<file path="src/rtl/lwin_pkg.sv">
package lwin_pkg;
  typedef enum logic [2:0] {
    LW_NONE,
    LW_NRD,
    LW_NWR,
    LW_DATA,
    LW_WRD,
    LW_WWR,
    LW_STAT
  } lw_op_e;
endpackage

</file>
<file path="src/rtl/lwin_decode.sv">
module lwin_decode
  import lwin_pkg::*;
#(
  parameter int SEL_W    = 12,
  parameter logic [SEL_W-1:0] SEL_BASE = 12'h400,
  parameter int NUM_SETS = 2,
  parameter int SET_W    = 1
) (
  input  logic [SEL_W-1:0] sel,
  input  logic             mt_en,
  input  logic             mf_en,
  output lw_op_e           op_mt,
  output lw_op_e           op_mf,
  output logic [SET_W-1:0] set_idx,
  output logic             illegal
);
  localparam logic [SEL_W-1:0] SPAN = SEL_W'(8 * NUM_SETS);

  logic [SEL_W-1:0] off;
  logic             in_range;
  logic [2:0]       func;

  always_comb begin
    off      = sel - SEL_BASE;
    in_range = (sel >= SEL_BASE) && (off < SPAN);
    func     = off[2:0];
    set_idx  = off[3 +: SET_W];
  end

  always_comb begin
    op_mt = LW_NONE;
    if (in_range) begin
      case (func)
        3'd0:    op_mt = LW_NRD;
        3'd1:    op_mt = LW_NWR;
        3'd2:    op_mt = LW_DATA;
        3'd4:    op_mt = LW_WRD;
        3'd5:    op_mt = LW_WWR;
        default: op_mt = LW_NONE;
      endcase
    end
  end

  always_comb begin
    op_mf = LW_NONE;
    if (sel == SEL_BASE)
      op_mf = LW_STAT;
    else if (in_range && func == 3'd2)
      op_mf = LW_DATA;
  end

  assign illegal = (mt_en && op_mt == LW_NONE) || (mf_en && op_mf == LW_NONE);
endmodule

</file>
<file path="src/rtl/lwin_store.sv">
module lwin_store #(
  parameter int W      = 36,
  parameter int DEPTH  = 16,
  parameter int ADDR_W = $clog2(DEPTH)
) (
  input  logic              clk,
  input  logic              rst,
  input  logic              wr_en,
  input  logic [ADDR_W-1:0] wr_addr,
  input  logic [W-1:0]      wr_data,
  input  logic [ADDR_W-1:0] rd_addr,
  output logic [W-1:0]      rd_data
);
  logic [W-1:0]     mem [DEPTH];
  logic [DEPTH-1:0] valid_q;

  always_ff @(posedge clk) begin
    if (wr_en) mem[wr_addr] <= wr_data;
  end

  always_ff @(posedge clk) begin
    if (rst)
      valid_q <= '0;
    else if (wr_en)
      valid_q[wr_addr] <= 1'b1;
  end

  assign rd_data = valid_q[rd_addr] ? mem[rd_addr] : '0;
endmodule

</file>
<file path="src/rtl/lwin_narrow_pack.sv">
module lwin_narrow_pack #(
  parameter int NARROW_W = 36,
  parameter int DATA_W   = 64
) (
  input  logic [NARROW_W-1:0] raw,
  output logic [DATA_W-1:0]   packed_word
);
  always_comb begin
    packed_word               = '0;
    packed_word[NARROW_W-1:0] = raw;
    packed_word[NARROW_W]     = ^raw;
  end
endmodule

</file>
<file path="src/rtl/lwin_top.sv">
module lwin_top
  import lwin_pkg::*;
#(
  parameter int DATA_W   = 64,
  parameter int NARROW_W = 36,
  parameter int DEPTH    = 16,
  parameter int NUM_SETS = 2,
  parameter int SEL_W    = 12,
  parameter logic [SEL_W-1:0]  SEL_BASE     = 12'h400,
  parameter logic [DATA_W-1:0] STATUS_RESET = 64'd1
) (
  input  logic              clk,
  input  logic              rst,
  input  logic              mt_en,
  input  logic              mf_en,
  input  logic [SEL_W-1:0]  sel,
  input  logic [DATA_W-1:0] wdata,
  output logic [DATA_W-1:0] rdata,
  output logic              rvalid,
  output logic              illegal_sel
);
  localparam int ADDR_W = $clog2(DEPTH);
  localparam int SET_W  = (NUM_SETS > 1) ? $clog2(NUM_SETS) : 1;

  lw_op_e            op_mt, op_mf;
  logic [SET_W-1:0]  set_idx;
  logic              illegal;
  logic              do_mt, do_mf;
  logic [ADDR_W-1:0] addr;
  logic [DATA_W-1:0] data_q [NUM_SETS];
  logic [DATA_W-1:0] cur_data;
  logic [DATA_W-1:0] status_q;
  logic [NARROW_W-1:0] n_rd;
  logic [DATA_W-1:0]   w_rd;
  logic [DATA_W-1:0]   n_packed;

  lwin_decode #(
    .SEL_W(SEL_W), .SEL_BASE(SEL_BASE), .NUM_SETS(NUM_SETS), .SET_W(SET_W)
  ) u_decode (
    .sel(sel), .mt_en(mt_en), .mf_en(mf_en),
    .op_mt(op_mt), .op_mf(op_mf), .set_idx(set_idx), .illegal(illegal)
  );

  assign do_mt    = mt_en && !illegal;
  assign do_mf    = mf_en && !illegal;
  assign addr     = wdata[ADDR_W-1:0];
  assign cur_data = data_q[set_idx];

  lwin_store #(.W(NARROW_W), .DEPTH(DEPTH), .ADDR_W(ADDR_W)) u_narrow (
    .clk(clk), .rst(rst),
    .wr_en(do_mt && op_mt == LW_NWR),
    .wr_addr(addr), .wr_data(cur_data[NARROW_W-1:0]),
    .rd_addr(addr), .rd_data(n_rd)
  );

  lwin_store #(.W(DATA_W), .DEPTH(DEPTH), .ADDR_W(ADDR_W)) u_wide (
    .clk(clk), .rst(rst),
    .wr_en(do_mt && op_mt == LW_WWR),
    .wr_addr(addr), .wr_data(cur_data),
    .rd_addr(addr), .rd_data(w_rd)
  );

  lwin_narrow_pack #(.NARROW_W(NARROW_W), .DATA_W(DATA_W)) u_pack (
    .raw(n_rd), .packed_word(n_packed)
  );

  always_ff @(posedge clk) begin
    if (rst) begin
      for (int s = 0; s < NUM_SETS; s++) data_q[s] <= '0;
    end else if (do_mt) begin
      for (int s = 0; s < NUM_SETS; s++) begin
        if (set_idx == SET_W'(s)) begin
          case (op_mt)
            LW_DATA: data_q[s] <= wdata;
            LW_NRD:  data_q[s] <= n_packed;
            LW_WRD:  data_q[s] <= w_rd;
            default: data_q[s] <= data_q[s];
          endcase
        end
      end
    end
  end

  always_ff @(posedge clk) begin
    if (rst) status_q <= STATUS_RESET;
  end

  always_ff @(posedge clk) begin
    if (rst) begin
      rdata       <= '0;
      rvalid      <= 1'b0;
      illegal_sel <= 1'b0;
    end else begin
      rvalid      <= do_mf;
      illegal_sel <= illegal;
      if (do_mf) rdata <= (op_mf == LW_STAT) ? status_q : cur_data;
    end
  end
endmodule

</file>
<file path="config.mk">
export PLATFORM = sky130hd
export DESIGN_NAME = lwin_top
export DESIGN_NICKNAME = d
export VERILOG_FILES = /design/src/rtl/lwin_pkg.sv /design/src/rtl/lwin_decode.sv /design/src/rtl/lwin_store.sv /design/src/rtl/lwin_narrow_pack.sv /design/src/rtl/lwin_top.sv
export SDC_FILE = /design/constraint.sdc
export NUM_CORES = 2
export LEC_CHECK = 0
export ABC_AREA = 0
export BUFFER_PORTS_ARGS = -buffer_cell sky130_fd_sc_hd__buf_2
export CORE_MARGIN = 1
export CORE_UTILIZATION = 61
export DETAILED_ROUTE_END_ITERATION = 8
export GPL_TIMING_DRIVEN = 0
export PLACE_DENSITY_LB_ADDON = 0.2
export SLEW_MARGIN = 5
export SYNTH_ARGS = -nofsm -noshare
export SYNTH_HDL_FRONTEND = slang
export SYNTH_SLANG_ARGS = --single-unit
export TNS_END_PERCENT = 1
</file>
<file path="constraint.sdc">
create_clock -name clk -period 15.5 [get_ports clk]
set_clock_uncertainty 0.1 [all_clocks]
set_input_delay 1.55 -clock clk [delete_from_list [all_inputs] [get_ports clk]]
set_output_delay 1.55 -clock clk [all_outputs]
set_load 0.02 [all_outputs]
</file>
# Word-level counts from Yosys, hierarchy flattened
# Memories as Yosys holds them, arrays and structs flattened.
# Cells that the tools add are included.
[totals]
inputBits = 80
n_memories = 3
output_inout_bits = 66
ramBits = 1728
word_cells = 117
regBits = 98
[classes]
n_eq_ne = 13
bitwise = 10
n_reduce_logical = 18
n_lt_le_gt_ge = 4
n_addsub = 1
mux = 63
[mem_list]
columns = ["memory", "depth", "word_bits", "read_ports", "rd_clocked_by_memory_dff", "wr", "line_no", "source"]
rows = [
  ["u_wide.mem", 16, 64, 1, 0, 1, "lwin_store.sv:14", "logic [W-1:0] mem [DEPTH];"],
  ["u_narrow.mem", 16, 36, 1, 0, 1, "lwin_store.sv:14", ""],
  ["data_q", 2, 64, 1, 0, 2, "lwin_top.sv:30", "logic [DATA_W-1:0] data_q [NUM_SETS];"],
]
[ops]
columns = ["op", "count"]
rows = [
  ["two-way mux 64 bit", 10],
  ["two-way mux 1 bit", 45],
  ["two-way mux 36 bit", 1],
  ["XOR reduction 36 bit", 1],
  ["bitwise OR 16 bit", 2],
  ["equality test 3 bit (second input constant)", 5],
  ["one-hot mux 3 bit (5 select lines)", 1],
  ["equality test 12 x 11 -> 1 bit (second input constant)", 1],
  ["greater-or-equal comparator 12 x 11 -> 1 bit (second input constant)", 1],
  ["less-than comparator 12 x 5 -> 1 bit (second input constant)", 1],
  ["subtractor 12 x 11 -> 12 bit (second input constant)", 1],
  ["equality test 3 x 2 -> 1 bit (second input constant)", 3],
  ["logical AND 1 bit", 9],
  ["zero test 3 bit", 3],
  ["binary-select mux 1 bit (select 4 bit)", 2],
  ["bitwise OR 1 bit", 8],
  ["equality test 3 x 1 -> 1 bit (second input constant)", 2],
  ["two-way mux 3 bit", 2],
  ["less-than comparator 4 x 5 -> 1 bit (second input constant)", 1],
  ["demux 1 bit (select 4 bit)", 1],
  ["greater-or-equal comparator 4 x 1 -> 1 bit (second input constant)", 1],
  ["AND reduction 2 bit", 2],
  ["OR reduction 3 bit", 1],
  ["two-way mux 2 bit", 1],
  ["other kinds (3)", 4],
]

# Depth between registers and ports, before layout
[logic_depth]
depth_word = 18
depth_mapped = 14
mapped_depth_nobuf = 10

# Hierarchy
# Synthesis repeated with hierarchy kept, for this count alone.
[hier_totals]
cells_unflattened = 3746
hier_area_um2 = 71880.2
[modules_own_cells]
columns = ["mod", "area_per_inst_um2", "instances", "cells_per_inst", "seq_area_each_um2"]
rows = [
  ["lwin_store at u_wide", 38941.1, 1, 1648, 31069.8],
  ["lwin_store at u_narrow", 22243.8, 1, 963, 17616.9],
  ["lwin_top", 9759.4, 1, 1017, 5165.0],
  ["lwin_narrow_pack", 788.3, 1, 98, 0.0],
  ["lwin_decode", 147.6, 1, 20, 0.0],
]

# Worst setup path after synthesis
# OpenSTA, ideal clock, no wires.
[synth_timing]
kind = "input -> register"
startpoint = "input port wdata[1]"
endpoint = "memory u_wide.mem[3][0] in the netlist's numbering (enable)"
setup_time_ps = 567
n_path_buf = 7
stages = 10
slack_ps = 6829
required_ps = 14833
t_arrival_ps = 8004
cell_sequence = "buf_2 > buf_4 > buf_2 > buf_2 > buf_2 > buf_1 > buf_2 > nand2_1 > or3_1 > nor3_1"
[synth_rtl]
columns = ["element", "line_no", "source"]
rows = [
  ["start, declared", "lwin_top.sv:17", "input logic [DATA_W-1:0] wdata,"],
  ["end, declared", "lwin_store.sv:14", ""],
]
# No word-level cell before the write port.

# Final worst setup path
[layout_timing]
startpoint = "input port wdata[1]"
endpoint = "memory u_wide.mem[15][19] in the netlist's numbering (enable)"
# No word-level cell before the write port.

==> flow_metrics.tcl <==
set metrics [dict create \
    synth-seq-area-share_pct 75.9 \
    vias 38900 \
    fillers 6741 \
    post_cts_buffers 0 \
    die_area_sq_um 118000 \
    max_freq_mhz 141 \
    drtPass1Iterations 8 \
    synth_top_cell_by_area "edfxtp_1" \
    fin_util_pct 70.9 \
    crit_required_ps 15880 \
    grt_overflow 0 \
    clk_pin_slew_worst_paths_ps 60 \
    drt-vias-per-instance 7.09 \
    status "finished, final reports clean" \
    start_kind "primary input" \
    wirelength_um 202000 \
    cts_tree "built" \
    cts_sinks 1826 \
    globalplace.congestion 0.948 \
    end_kind "flip-flop" \
    hold_class "flip-flop to flip-flop" \
    ios 146 \
    synth_ff_type "edfxtp_1" \
    finalNetCount 3891 \
    grt_start_max_net_pins 55 \
    syn_inst 3387 \
    max_slew_margin_pct 5.83 \
    synth_edf_count 1728 \
    synth.distinct_cells 41 \
    clk-insertion-delay-late_ps 810 \
    drt-initial-drc-count 6187 \
    htreeDepth 4 \
    timing.hold.ws_ps 359 \
    start_util_pct 61.8 \
    antenna_found_initial 8 \
    mostFrequentLayoutCell "edfxtp_1" \
    fin_crit_sh_pct 45.8 \
    io_buffers 139 \
    irDropWorstVdd_v 0.0000975 \
    max-cap-violations 0 \
    synth_top_cell_area_share_pct 73.1 \
    synth_seq_cells 1826 \
    clock_tree.root_cell "clkbuf_16" \
    worstSetupPathType "primary input to flip-flop" \
    grt_pass1_vias 38600 \
    core_area_sq_um 115000 \
    async_reset_ff_share_pct 0 \
    avgSynthCellArea_sq_um 21.0 \
    grt_util_all_layers_pct 34.9 \
    hold_violations 0 \
    finalNonFillerCells 5480 \
    slew_violations 0 \
    fin_crit_ps 7110 \
    p_leak_nw 25.6 \
    rows 124 \
    cts_made_buffers 178 \
    syn-num-nets 3467 \
    finalPower_mw 10.3 \
    mappedNetlistArea_sq_um 71000 \
    rsz0062_at_grt "no" \
    cts_resized 0 \
    yosysWarningCount 0 \
    p_per_area_nw_per_um2 126 \
    critPathMaxFanout 18 \
    placed_cells 5143 \
    die_w_um 343 \
    tns_ps 0 \
    wl_per_cell_um 36.8 \
    tightest_slew_ps 1410 \
    layout-drive-gt1-share_pct 29.4 \
    synth_area_leaders "edfxtp_1, mux4_2, dfxtp_1" \
    grt_pass1_wl_um 283000 \
    cp.arrival_ps 7490 \
    final_cell_mix "edfxtp_1, mux4_2, buf_2, clkbuf_16, nor2_1" \
    holdBufCountCts 0 \
    area_growth_pct 14.7 \
    clk_path_buf_depth 3 \
    finalSetupViolations 0 \
    ant_nets 0 \
    drc_errors 0 \
    chipHeight_um 343 \
    dpl.hpwl_um 130000 \
]
kinds of logic (layout without fill, tap and decap cells):
logic type	count (synthesis)	after routing	synth area share, %
other	0	2	0
multiplexers	548	548	16.4
AND/OR/NAND/NOR	435	435	2.43
buffers and inverters	228	807	1.40
AO/OA/AOI/OAI	316	316	3.47
XOR/XNOR	34	34	0.439
flip-flops	1826	1826	75.9
sequential cells by signal, indices dropped and copies added (netlist names):
register / count
u_narrow.mem: 576
data_q: 128
rvalid: 1
u_wide.valid_q: 16
u_narrow.valid_q: 16
rdata: 64
illegal_sel: 1
u_wide.mem: 1024
synthesized netlist by cell type (all sizes together) (29+ instances only):
| cell type | number |
|---|---|
| edfxtp | 1728 |
| mux4 | 484 |
| nor2 | 216 |
| nand2 | 167 |
| clkbuf | 140 |
| a211oi | 98 |
| dfxtp | 98 |
| buf | 83 |
| mux2 | 64 |
| a32o | 63 |
| a22oi | 52 |
| xnor2 | 29 |
layout make-up:
type	instances	area (sq um)	share of cell area (%)
antenna	2	5.00	0.00615
inverter	5	18.8	0.0230
buffer	223	976	1.20
clock buffer	233	4960	6.09
sequential	1826	53900	66.1
multi-input combinational	1333	16400	20.1
timing repair buffer	244	2530	3.11
tap	1512	1890	2.32
clock inverter	102	803	0.986
report_power, final:
part           internal [mW]  switching, mW  total (mW)
Combinational          0.204          0.389       0.592
Clock                   2.40           1.86        4.26
Sequential              5.44        0.00458        5.45
stage by stage:
step                instance area (sq um)  worst slack [ps]
floorplan                           71000              6830
global placement                    73600             -1410
detailed placement                  75700              7780
CTS                                 81400              8590
global route                        81400              8470
finish                              81400              8390
metal layers:
| metal | vias to the layer above | part of all wire, % | track usage (%) | routed length (um) |
|---|---|---|---|---|
| met4 | 6 | 4.0 | 13.1 | 8100 |
| li1 | 15000 | - | - | - |
| met5 | - | 0.017 | 0 | 34 |
| met2 | 3060 | 48 | 54.2 | 96000 |
| met3 | 507 | 12 | 8.50 | 24500 |
| met1 | 20200 | 36 | 48.7 | 73000 |
worst paths after layout:
kind / from / end / slack (ps) / depth (start not counted)
min: rdata[49] / rdata[49] / 360 / 1
max reg2reg: u_narrow.mem[15][28] / data_q[0][36] / 11840 / 9
max: wdata[1] / u_wide.mem[15][19] / 8390 / 13
min reg2reg: rdata[49] / rdata[49] / 360 / 1
critical path: stages:
cell	delay [ps]
buf_2	230
buf_4	270
buf_2	390
buf_2	390
buf_2	500
buf_1	1090
buf_2	590
nand2_1	410
or3_1	590
nor2_4	660
buf_12	280
buf_12	210
buf_12	230
No activity file was read; power rests on OpenSTA's default activity.
